===== config.mk =====
export PLATFORM = sky130hd
export DESIGN_NAME = adc_oversum
export DESIGN_NICKNAME = d
export VERILOG_FILES = /design/src/rtl/adc_oversum_pkg.sv /design/src/rtl/adc_oversum_cfg.sv /design/src/rtl/adc_oversum_core.sv /design/src/rtl/adc_oversum.sv
export SDC_FILE = /design/constraint.sdc
export NUM_CORES = 1
export LEC_CHECK = 0
export BUFFER_PORTS_ARGS = -buffer_cell sky130_fd_sc_hd__clkbuf_2
export CORE_MARGIN = 2
export CORE_UTILIZATION = 37
export DETAILED_ROUTE_END_ITERATION = 8
export PLACE_DENSITY_LB_ADDON = 0.2
export SETUP_SLACK_MARGIN = 0.5
export SYNTH_ARGS = -nofsm -noshare
export SYNTH_HDL_FRONTEND = slang
export SYNTH_SLANG_ARGS = --single-unit

===== constraint.sdc =====
create_clock -name clk -period 4.8 [get_ports clk]
set_input_delay 1.44 -clock clk [delete_from_list [all_inputs] [get_ports clk]]
set_output_delay 1.44 -clock clk [all_outputs]
set_load 0.03 [all_outputs]

===== src/rtl/adc_oversum_pkg.sv =====
package adc_oversum_pkg;

    localparam int CODE_W    = 3;
    localparam int BATCH_MAX = 256;
    localparam int CNT_W     = $clog2(BATCH_MAX + 1);

    typedef enum logic {
        ST_IDLE  = 1'b0,
        ST_ACCUM = 1'b1
    } acc_state_e;

    // Batch size: powers of two for the lower codes, the largest batch for the top code.
    function automatic logic [CNT_W-1:0] batch_size(input logic [CODE_W-1:0] code);
        logic [CNT_W-1:0] sz;
        if (code == {CODE_W{1'b1}})
            sz = CNT_W'(BATCH_MAX);
        else
            sz = CNT_W'(1) << code;
        return sz;
    endfunction

endpackage


===== src/rtl/adc_oversum_cfg.sv =====
module adc_oversum_cfg
    import adc_oversum_pkg::*;
(
    input  logic              clk,
    input  logic              rst_n,
    input  logic              cfg_wr,
    input  logic              cfg_dither,
    input  logic [CODE_W-1:0] cfg_code,
    output logic              dither_q,
    output logic [CODE_W-1:0] code_q
);

    always_ff @(posedge clk or negedge rst_n) begin
        if (!rst_n) begin
            dither_q <= 1'b0;
            code_q   <= '0;
        end else if (cfg_wr) begin
            dither_q <= cfg_dither;
            code_q   <= cfg_code;
        end
    end

    // the stored dither bit reflects the last write.
    p_dither_load_r8: assert property (@(posedge clk) disable iff (!rst_n)
        cfg_wr |=> (dither_q == $past(cfg_dither)) && (code_q == $past(cfg_code)));

    // without a write the stored bits hold.
    p_cfg_hold_r8: assert property (@(posedge clk) disable iff (!rst_n)
        !cfg_wr |=> $stable(dither_q) && $stable(code_q));

endmodule


===== src/rtl/adc_oversum_core.sv =====
module adc_oversum_core
    import adc_oversum_pkg::*;
#(
    parameter int SAMPLE_W = 12,
    parameter int TOTAL_W  = 20
) (
    input  logic                clk,
    input  logic                rst_n,
    input  logic                cfg_wr,
    input  logic [CODE_W-1:0]   code_q,
    input  logic                sample_valid,
    input  logic [SAMPLE_W-1:0] sample_data,
    input  logic                done_clr,
    output logic [TOTAL_W-1:0]  total_q,
    output logic                flag_q
);

    localparam logic [TOTAL_W-1:0] TOTAL_MAX = {TOTAL_W{1'b1}};
    localparam int                 PAD_W     = TOTAL_W + 1 - SAMPLE_W;

    acc_state_e         state_q, state_nx;
    logic [TOTAL_W-1:0] acc_q;
    logic [CNT_W-1:0]   cnt_q;
    logic [TOTAL_W-1:0] base;
    logic [TOTAL_W:0]   ext_sum;
    logic [TOTAL_W-1:0] sat_sum;
    logic               take;
    logic               last;
    logic               batch_done;

    // A sample is taken only if no control write arrives with it.
    assign take       = sample_valid && !cfg_wr;
    assign last       = (cnt_q + CNT_W'(1)) == batch_size(code_q);
    assign batch_done = take && last;

    assign base    = (state_q == ST_IDLE) ? '0 : acc_q;
    assign ext_sum = {1'b0, base} + {{PAD_W{1'b0}}, sample_data};
    assign sat_sum = ext_sum[TOTAL_W] ? TOTAL_MAX : ext_sum[TOTAL_W-1:0];

    // State register
    always_ff @(posedge clk or negedge rst_n) begin
        if (!rst_n) state_q <= ST_IDLE;
        else        state_q <= state_nx;
    end

    // Transitions: take-first, take-more, finish, restart
    always_comb begin
        state_nx = state_q;
        unique case (state_q)
            ST_IDLE: begin
                if (cfg_wr)          state_nx = ST_IDLE;
                else if (batch_done) state_nx = ST_IDLE;
                else if (take)       state_nx = ST_ACCUM;
            end
            ST_ACCUM: begin
                if (cfg_wr)          state_nx = ST_IDLE;
                else if (batch_done) state_nx = ST_IDLE;
            end
        endcase
    end

    // Datapath and outputs
    always_ff @(posedge clk or negedge rst_n) begin
        if (!rst_n) begin
            acc_q   <= '0;
            cnt_q   <= '0;
            total_q <= '0;
            flag_q  <= 1'b0;
        end else begin
            if (cfg_wr) begin
                acc_q   <= '0;
                cnt_q   <= '0;
                total_q <= '0;
            end else if (batch_done) begin
                acc_q   <= '0;
                cnt_q   <= '0;
                total_q <= sat_sum;
            end else if (take) begin
                acc_q   <= sat_sum;
                cnt_q   <= cnt_q + CNT_W'(1);
            end
            if (batch_done)    flag_q <= 1'b1;
            else if (done_clr) flag_q <= 1'b0;
        end
    end

    // a control write empties the total.
    p_write_clear_r2: assert property (@(posedge clk) disable iff (!rst_n)
        cfg_wr |=> total_q == '0);

    // the total holds while a batch is incomplete.
    p_hold_r3: assert property (@(posedge clk) disable iff (!rst_n)
        (!cfg_wr && !batch_done) |=> $stable(total_q));

    // a batch result raises the flag on the same edge.
    p_flag_set_r4: assert property (@(posedge clk) disable iff (!rst_n)
        batch_done |=> flag_q);

    // code 000 passes the sample into the low bits.
    p_pass_r5: assert property (@(posedge clk) disable iff (!rst_n)
        (code_q == '0 && take) |=> total_q == TOTAL_W'($past(sample_data)));

    // a sum past the limit is clamped.
    p_no_overflow_r7: assert property (@(posedge clk) disable iff (!rst_n)
        (batch_done && ext_sum[TOTAL_W]) |=> total_q == TOTAL_MAX);

    // ST_IDLE means nothing of the current batch is held.
    p_idle_empty_r9: assert property (@(posedge clk) disable iff (!rst_n)
        state_q == ST_IDLE |-> cnt_q == '0);

    // only a clear without a completion drops the flag.
    p_flag_sticky_r10: assert property (@(posedge clk) disable iff (!rst_n)
        (flag_q && !done_clr) |=> flag_q);

endmodule


===== src/rtl/adc_oversum.sv =====
module adc_oversum
    import adc_oversum_pkg::*;
#(
    parameter int SAMPLE_W = 12,
    parameter int TOTAL_W  = 20
) (
    input  logic                clk,
    input  logic                rst_n,
    input  logic                cfg_wr,
    input  logic                cfg_dither,
    input  logic [CODE_W-1:0]   cfg_code,
    input  logic                sample_valid,
    input  logic [SAMPLE_W-1:0] sample_data,
    input  logic                done_clr,
    output logic                dither_en,
    output logic [CODE_W-1:0]   count_code,
    output logic [TOTAL_W-1:0]  total,
    output logic                done_flag
);

    logic [CODE_W-1:0] code_q;

    adc_oversum_cfg u_cfg (
        .clk        (clk),
        .rst_n      (rst_n),
        .cfg_wr     (cfg_wr),
        .cfg_dither (cfg_dither),
        .cfg_code   (cfg_code),
        .dither_q   (dither_en),
        .code_q     (code_q)
    );

    adc_oversum_core #(
        .SAMPLE_W (SAMPLE_W),
        .TOTAL_W  (TOTAL_W)
    ) u_core (
        .clk          (clk),
        .rst_n        (rst_n),
        .cfg_wr       (cfg_wr),
        .code_q       (code_q),
        .sample_valid (sample_valid),
        .sample_data  (sample_data),
        .done_clr     (done_clr),
        .total_q      (total),
        .flag_q       (done_flag)
    );

    assign count_code = code_q;

endmodule


==> flow_summary.ini, run 1 <==
[layout]
final-instance-count-excl-fill = 559
syn_to_final_growth_pct = 11.4
drive_above_1_share_pct = 21.9
post-route-util_pct = 42.8
antenna_cells = 0
final_nets = 464

[cts]
worstSkewPairLatency_ns = 0.32
cts_hold_buf = 0
cts.sinks = 55
post_cts_buffers = 0
cts_resized = 0
htree_levels = 2
cts_buffer_depth = 2
clk_pin_slew_ns = 0.10
cts_root_buf = clkbuf_8
cts_made_buffers = 5
tritoncts = done

[sta]
fin_crit_ns = 3.71
finalSetupViolCount = 0
post-route-period-util_pct = 77.3
hold_viol_final = 0
rsz0062_at_grt = no
relSlewSlack_pct = 39.8
fmax_ghz = 0.270
tns_ns = 0
worst_pin_slew_ns = 0.903
final_max_slew_viol_count = 0
fin_skew_ns = 0.00898

[yosys]
syn_inst = 392
syn_area_um2 = 3570
synthArstFlopShare_pct = 100
synth_edf_count = 0
synthFlopType = dfrtp_1
avgSynthCellArea_um2 = 9.10
yosysSeqAreaShare_pct = 38.6
ys_warn_count = 0
ys_ff_latch = 55
synth_nets = 427
ys_types = 61

[worst_hold_path]
worstHoldStart = u_core.acc_q[11]
min-delay-path-class = reg2reg

[placed_design]
hpwl_mm = 6.42
numPortBuffers = 45
gp_congestion = 0.847
post-place-cells = 551

[worst_setup_path]
worst_r2r_startpoint = u_core.state_q
cp-end-kind = register
critPathMaxFanout = 13
worstPathArrival_ns = 3.92
crit_type = in2reg
required_ns = 5.01
worstSetupStartpointType = input pin
startpoint = sample_data[0]

[grt]
grt_start_max_net_pins = 36
grt_overflow = 0
track_usage_pct = 17.8
antenna_found_initial = 0
grt_pass1_wl_mm = 14.5
first_global_vias = 2856

[run_status]
outcome = complete, no violations

[floorplanning]
initial_core_util_pct = 38.4
io_pins = 46
core_um2 = 9280
die_area_um2 = 10400
std_cell_rows = 35
die_w_um = 102
die_h_um = 102

[pwr]
p_leak_nw = 1.73
peakVddDrop_mv = 0.148
power.density_nw_per_um2 = 256

[flow_run]
maxCapViolCount = 0

[detailed_routing]
ant_nets = 0
wl_per_cell_um = 16.0
vias = 3044
drc = 0
drt_wl_total_mm = 8.96
drtIter0Drc = 164
vias_per_cell = 5.45
first_pass_iters = 4
## cells in the final DEF, fill, tap and decap left out, drive strengths merged, types with 11 or more instances in the layout
| cell type | instances |
|---|---|
| dfrtp | 55 |
| nand2 | 51 |
| clkbuf | 50 |
| o21ai | 37 |
| a21oi | 33 |
| nor2 | 25 |
| and2 | 17 |
| ha | 13 |
| a211oi | 12 |
| mux2 | 11 |
## per-stage QoR
| step | area (µm²) | worst slack, ns | power (W) | hold WS (ns) |
|---|---|---|---|---|
| floorplan | 3570 | 1.07 | 0.000688 | 0.442 |
| global placement | 3880 | 0.841 | 0.000757 | 0.464 |
| detailed placement | 3880 | 0.766 | 0.000761 | 0.469 |
| CTS | 3970 | 1.09 | 0.00103 | 0.493 |
| global route | 3970 | 0.911 | 0.00107 | 0.520 |
| finish | 3970 | 1.09 | 0.00102 | 0.486 |
## worst paths after layout
| kind | cells past startpoint | to | slack, ns |
|---|---|---|---|
| hold / removal | 2 | u_core.acc_q[11] | 0.49 |
| setup reg to reg | 12 | u_core.total_q[9] | 1.56 |
| min in group asynchronous | 1 | u_core.flag_q | 1.23 |
| setup / recovery | 11 | u_core.total_q[9] | 1.09 |
| max in group asynchronous | 2 | u_core.acc_q[15] | 2.74 |
| hold reg to reg | 2 | u_core.acc_q[11] | 0.49 |
## registers in the layout (all words and copies together) (netlist names)
| name | count |
|---|---|
| u_core.acc_q | 20 |
| u_cfg.code_q | 3 |
| u_core.cnt_q | 9 |
| u_cfg.dither_q | 1 |
| u_core.total_q | 20 |
| u_core.state_q | 1 |
| u_core.flag_q | 1 |
## layout make-up
class | count | area (µm²)
fillers | 953 | 5310
multi-input cells | 311 | 2060
flip-flops and latches | 55 | 1380
repair buffers | 51 | 270
well taps | 129 | 161
clock buffers | 5 | 68.8
clock inverters | 3 | 20.0
inverters | 5 | 18.8
## synthesized netlist by cell type, types with 2 or more instances
master	count	area (µm²)
dfrtp_1	55	1380
nand2_1	50	188
o21ai_0	32	160
a21oi_1	30	150
nor2_1	25	93.8
and2_1	17	106
ha_1	13	163
clkbuf_1	11	41.3
mux2_2	11	124
xnor2_1	9	78.8
nand3_1	8	40.0
nor2b_1	8	50.1
a22oi_1	7	52.6
a211oi_1	6	45.0
a211oi_2	6	75.1
a21o_1	6	45.0
nor3_1	6	30.0
o211ai_1	6	45.0
a22o_1	5	43.8
buf_2	5	25.0
mux2i_1	5	50.1
o21ai_1	5	25.0
inv_1	4	15.0
o21a_1	4	30.0
o21bai_1	4	30.0
or2_2	4	25.0
xor2_1	4	35.0
buf_4	3	22.5
o22ai_1	3	18.8
or3_1	3	18.8
a21boi_0	2	15.0
a21oi_2	2	17.5
a311oi_2	2	30.0
and3_1	2	12.5
nor4_1	2	12.5
nor4b_1	2	17.5
## cells by family after synthesis
| group | count (synthesis) | share of synthesized area (%) |
|---|---|---|
| xor+xnor | 13 | 3.19 |
| simple gates | 137 | 19.1 |
| fa+ha+maj | 14 | 5.12 |
| buf+inv | 26 | 3.75 |
| compound gates | 131 | 25.4 |
| mux | 16 | 4.88 |
| flops | 55 | 38.6 |
## power by group
group / total (W) / leakage [nW] / internal (W) / switching (W)
logic: 0.000238 / 0.942 / 0.0000834 / 0.000154
registers: 0.000512 / 0.747 / 0.000489 / 0.0000231
clock network: 0.000267 / 0.0402 / 0.000102 / 0.000165
total: 0.00102 / 1.73 / 0.000674 / 0.000342
## routing by layer
metal	wire length (µm)	track usage, %	vias up
li1	-	-	1502
met1	4240	24.3	1473
met2	4290	29.9	60
met3	312	2.60	9
met4	112	4.41	0
met5	0	0	-
## critical path, cell delays in order
cell      delay (ns)
clkbuf_2        0.08
ha_1            0.23
fa_1            0.42
a211oi_1        0.36
o211ai_1        0.19
and2_1          0.20
a21oi_1         0.13
buf_4           0.20
or2_2           0.23
o21ai_0         0.16
mux2_2          0.28
(Power assumes the default switching activity.)
==> run 2, diff against run 1 <==
==> constraint.sdc (replaced) <==
create_clock -name clk -period 3.7 [get_ports clk]
set_input_delay 1.11 -clock clk [delete_from_list [all_inputs] [get_ports clk]]
set_output_delay 1.11 -clock clk [all_outputs]
set_load 0.03 [all_outputs]
==> run 2 against run 1 <==
Combinational power is 32% higher; clock skew increased by 0.0082 ns; largest cell class unchanged; sequential cell count unchanged; core utilization is 1.0 points higher; register-to-register slack got worse by 0.82 ns; cell area rose by 2.4%.
==> flow_summary.ini, run 2 (synthesis results as in run 1) <==
[pwr]
netSwitchingPower_w = 0.000458
pwr-share-comb_pct = 23.4
p_int_w = 0.000890
peakVddDrop_mv = 0.181
switching_share_pct = 34.0
power.density_nw_per_um2 = 331
pwr-share-clk_pct = 27.2
seq_power_share_pct = 49.4
p_leak_nw = 1.78

[cts]
tritoncts = done
cts_hold_buf = 0
cts_buffer_depth = 2
cts_made_buffers = 5
htree_levels = 2
cts_root_buf = clkbuf_8
cts.sinks = 55
clk_pin_slew_ns = 0.10
worstSkewPairLatency_ns = 0.33

[floorplanning]
initial_core_util_pct = 38.4
die_area_um2 = 10400
std_cell_rows = 35
io_pins = 46
core_um2 = 9280
die_h_um = 102
die_w_um = 102

[detailed_routing]
drt_wl_total_mm = 9.08
drc = 0
drtIter0Drc = 169
vias_per_cell = 5.46
vias = 3098
first_pass_iters = 4
wl_per_cell_um = 16.0
ant_nets = 0

[worst_setup_path]
crit_cells = 11
worst-path-buf-inv = 2
path_delay_family = simple AND/OR/NAND/NOR gates
crit_type = in2reg
critPathMaxFanout = 13
worstSetupStartpointType = input pin
worstPathArrival_ns = 3.32
slowest_stage = or4b_2
slowest_delay_ns = 0.68
worstRegToRegCells = 11
cp-end-kind = register
path_cells = clkbuf_2, ha_1, fa_2, a211oi_2, o211ai_1, and2_4, a21oi_2, buf_4, or4b_2, nand2_1, o21ai_0
required_ns = 3.88

[grt]
first_global_vias = 3108
grt_start_max_net_pins = 27
track_usage_pct = 19.0
grt_pass1_wl_mm = 15.8
grt_overflow = 0
antenna_found_initial = 0

[sta]
timing.hold.ws_ns = 0.487
fin_crit_ns = 3.14
final_max_slew_viol_count = 0
rsz0062_at_grt = yes
worst_slack_ns = 0.562
relSlewSlack_pct = 52.8
fin_skew_ns = 0.0172
hold_viol_final = 0
finalSetupViolCount = 0
tns_ns = 0
worst_pin_slew_ns = 0.703
post-route-period-util_pct = 84.8
fmax_ghz = 0.319

[layout]
reg_top3 = u_core.acc_q (20), u_core.total_q (20), u_core.cnt_q (9)
drive_above_1_share_pct = 25.1
final_cell_mix = 54 x dfrtp_1, 50 x nand2_1, 45 x clkbuf_2, 32 x o21ai_0, 29 x a21oi_1
final_nets = 472
final-instance-count-excl-fill = 567
antenna_cells = 0
syn_to_final_growth_pct = 14.0
final_common_cell = dfrtp_1

[flow_run]
maxCapViolCount = 0

[placed_design]
numPortBuffers = 45
post-place-cells = 558
hpwl_mm = 6.62
place_ws_ns = 0.226
gp_congestion = 0.836

[worst_hold_path]
min-delay-path-class = reg2reg
holdPathStages = 2

[run_status]
outcome = complete, no violations
-- run 2: changes by cell type in the layout (fill, tap and decap cells not counted), moves of 2 or more --
cell / change
buf_4: +8
a211oi_1: -2
a211oi_2: +2
clkinv_4: +2
clkinvlp_4: -2
nor2_1: -2
nor2_2: +2
-- run 2: stage by stage --
stage / power, W / utilization (%) / cell area (µm²)
global route: 0.00143 / 43.8 / 4070
finish: 0.00135 / 43.8 / 4070
floorplan: 0.000893 / - / 3580
CTS: 0.00136 / 43.6 / 4040
detailed placement: 0.000991 / 42.5 / 3950
global placement: 0.000984 / 42.5 / 3950
-- run 2: worst paths after layout --
kind                             startpoint                to  slack, ns
setup / recovery             sample_data[0]  u_core.acc_q[18]       0.56
max in group asynchronous             rst_n    u_core.state_q       2.18
min in group asynchronous             rst_n   u_core.cnt_q[8]       0.76
hold reg to reg            u_core.acc_q[11]  u_core.acc_q[11]       0.49
hold / removal             u_core.acc_q[11]  u_core.acc_q[11]       0.49
setup reg to reg             u_core.state_q  u_core.acc_q[18]       0.74
-- run 2: power by group through the flow --
| stage | combinational, W | clock (W) | sequential [W] |
|---|---|---|---|
| after global routing | 0.000350 | 0.000404 | 0.000672 |
| after detailed placement | 0.000312 | 0 | 0.000678 |
| after global placement | 0.000307 | 0 | 0.000677 |
| final | 0.000315 | 0.000366 | 0.000666 |
| after CTS | 0.000314 | 0.000381 | 0.000666 |
| after floorplan | 0.000193 | 0 | 0.000700 |
-- run 2: timing repair --
item / CTS / global route
resized for setup: 0 / 5
buffers inserted: 0 / 1
setup endpoints to repair: 0 / 19
-- run 2: metal layers --
layer / global-route usage [%] / vias to the layer above / part of all wire (%)
li1: - / 1508 / -
met1: 26.6 / 1534 / 48
met2: 31.9 / 47 / 48
met3: 2.74 / 9 / 2.8
met4: 3.38 / 0 / 0.84
met5: 0 / - / 0
-- run 2: area by class of cell --
cell class / instances / area [µm²]
flip-flops and latches: 55 / 1380
well taps: 129 / 161
clock buffers: 5 / 68.8
repair buffers: 59 / 330
multi-input cells: 311 / 2080
fillers: 946 / 5220
inverters: 5 / 18.8
clock inverters: 3 / 28.8
-- run 2: worst register-to-register path, stage by stage (launching register included) --
cell,delay [ns]
dfrtp_2,0.51
and2_1,0.16
ha_1,0.21
fa_2,0.26
a211oi_2,0.08
o211ai_1,0.27
and2_4,0.22
a21oi_2,0.05
buf_4,0.17
or4b_2,0.68
nand2_1,0.11
o21ai_0,0.08
==> run 3, diff against run 2 <==
--- a/config.mk
+++ b/config.mk
@@ -5,6 +5,7 @@
 export SDC_FILE = /design/constraint.sdc
 export NUM_CORES = 1
 export LEC_CHECK = 0
+export ABC_AREA = 1
 export BUFFER_PORTS_ARGS = -buffer_cell sky130_fd_sc_hd__clkbuf_2
 export CORE_MARGIN = 2
 export CORE_UTILIZATION = 37
==> constraint.sdc (replaced) <==
create_clock -name clk -period 2.8 [get_ports clk]
set_input_delay 0.84 -clock clk [delete_from_list [all_inputs] [get_ports clk]]
set_output_delay 0.84 -clock clk [all_outputs]
set_load 0.03 [all_outputs]
==> run 3 against run 2 <==
Largest power group unchanged; sequential share of layout area is 3.8 points lower; clock-buffer cell count up 1; highest routed layer unchanged; cell area grew 13%; largest cell class unchanged; first-iteration DRC count fell by 17%.
==> flow_summary.ini, run 3 <==
[run_status]
outcome = complete, no violations

[yosys]
synth_top_area_share_pct = 36.7
synthArstFlopShare_pct = 100
yosysTopAreaCell = dfrtp_1
syn_inst = 562
synthTopCellsByCount = 243 x nand2_1, 69 x nand3_1, 64 x inv_1
synthFlopType = dfrtp_1
syn_area_um2 = 3750
yosys-top-cells-area = dfrtp_1 37%, nand2_1 24%, nand3_1 9.2%, inv_1 6.4%, ha_1 4.3%
synth_nets = 597
ys_warn_count = 0
synth_edf_count = 0
avgSynthCellArea_um2 = 6.67
ys_types = 30
ys_ff_latch = 55
yosysSeqAreaShare_pct = 36.7
yosysMostFrequentCell = nand2_1

[grt]
grt_start_max_net_pins = 28
grt_overflow = 0
track_usage_pct = 19.8
first_global_vias = 3558
grt_pass1_wl_mm = 17.6
antenna_found_initial = 0

[pwr]
pwr-share-clk_pct = 27.0
p_leak_nw = 2.66
p_int_w = 0.00119
netSwitchingPower_w = 0.000604
pwr-share-comb_pct = 24.7
seq_power_share_pct = 48.3
peakVddDrop_mv = 0.190
switching_share_pct = 33.6
power.density_nw_per_um2 = 392

[sta]
rsz0062_at_grt = yes
post-route-period-util_pct = 79.6
tns_ns = 0
finalSetupViolCount = 0
worst_slack_ns = 0.572
final_max_slew_viol_count = 0
hold_viol_final = 0
relSlewSlack_pct = 54.2
fin_crit_ns = 2.23
worst_pin_slew_ns = 0.687
fmax_ghz = 0.449
fin_skew_ns = 0.0113

[layout]
final_cell_mix = 233 x nand2_1, 64 x inv_1, 62 x nand3_1, 52 x dfrtp_1, 45 x clkbuf_2
syn_to_final_growth_pct = 22.3
drive_above_1_share_pct = 22.8
reg_top3 = u_core.acc_q (20), u_core.total_q (20), u_core.cnt_q (9)
final_nets = 656
antenna_cells = 0
final_common_cell = nand2_1
fillCellCount = 1067

[floorplanning]
die_area_um2 = 11000
core_um2 = 9820
die_h_um = 105
initial_core_util_pct = 38.2
io_pins = 46
std_cell_rows = 36
die_w_um = 105

[cts]
cts_root_buf = clkbuf_8
tritoncts = done
htree_levels = 2
cts_buffer_depth = 2
cts.sinks = 55
clk_pin_slew_ns = 0.11
worstSkewPairLatency_ns = 0.31
cts_made_buffers = 5
cts_hold_buf = 0

[detailed_routing]
wl_per_cell_um = 14.3
drc = 0
drtIter0Drc = 140
drt_wl_total_mm = 10.8
vias = 3714
vias_per_cell = 4.92
first_pass_iters = 4
ant_nets = 0

[placed_design]
gp_congestion = 0.875
place_ws_ns = 0.0725
numPortBuffers = 45
hpwl_mm = 7.53

[worst_setup_path]
worstPathArrival_ns = 2.44
cp-end-kind = register
critPathMaxFanout = 6
crit_type = reg2reg
required_ns = 3.01
worstSetupStartpointType = register

[flow_run]
maxCapViolCount = 0

[worst_hold_path]
min-delay-path-class = reg2reg
## run 3: changes by cell type after synthesis, moves of 16 or more
cell / delta
a21oi_1: -19
and2_1: -16
inv_1: +60
nand2_1: +193
nand3_1: +61
o21ai_0: -22
## run 3: what timing repair did
item,CTS,global route
resized for setup,10,29
buffers inserted,3,6
endpoints found under the setup margin,39,47
pin swaps,1,7
gates cloned,2,1
endpoints found under the hold margin,0,0
## run 3: layout make-up
type                       instances  area [µm²]  share of cell area, %
timing repair buffer              65         400                   8.73
sequential                        55        1380                   30.1
tap                              133         166                   3.63
clock inverter                     2        16.3                  0.355
inverter                          70         263                   5.73
clock buffer                       6        82.6                   1.80
multi-input combinational        424        2280                   49.7
## run 3: worst max-delay path: stages, from the launching register on
cell and delay, ns:
dfrtp_2 0.47, buf_4 0.16, nand2_1 0.05, inv_1 0.05, ha_1 0.32, or2_2 0.32
nand2_2 0.12, o21bai_4 0.09, and2_1 0.15, o21bai_1 0.14, nand3_1 0.12, nand2_1 0.09
nand2_1 0.05
## run 3: worst paths after layout
check,startpoint,end,slack (ns),depth (start not counted)
min reg2reg,u_cfg.dither_q,u_cfg.dither_q,0.49,2
min,u_cfg.dither_q,u_cfg.dither_q,0.49,2
max in group asynchronous,rst_n,u_core.total_q[7],1.54,2
max,u_core.state_q,u_core.total_q[9],0.57,12
max reg2reg,u_core.state_q,u_core.total_q[9],0.57,12
min in group asynchronous,rst_n,u_core.total_q[17],0.55,1
## run 3: per-layer routing
metal	vias up	track usage (%)	share of wire [%]
met5	-	0	0
met4	0	4.38	1.3
met3	12	2.50	4.2
met2	79	34.1	49
met1	1741	26.5	45
li1	1882	-	-
## run 3: cell families after synthesis
family	count (synthesis)	synth area share (%)
buf+inv	86	10.1
compound gates	29	4.30
flops	55	36.7
fa+ha+maj	14	4.87
xor+xnor	6	1.40
simple gates	372	42.6
## run 3: stage by stage
stage	utilization, %	total power (W)	std cells	instance area [µm²]	hold slack (ns)
after global placement	42.4	0.00127	735	4170	0.454
after CTS	44.3	0.00178	748	4350	0.488
after floorplan	-	0.00115	562	3820	0.449
after global routing	46.7	0.00190	755	4590	0.504
after detailed placement	42.4	0.00127	735	4170	0.462
final	46.7	0.00180	755	4590	0.485
## run 3: power by group through the flow
stage	clock, W	combinational, W	sequential (W)
5_1_grt	0.000527	0.000498	0.000874
6_report	0.000485	0.000445	0.000868
4_1_cts	0.000499	0.000409	0.000867
2_1_floorplan	0	0.000254	0.000897
3_5_place_dp	0	0.000383	0.000887
3_3_place_gp	0	0.000381	0.000886
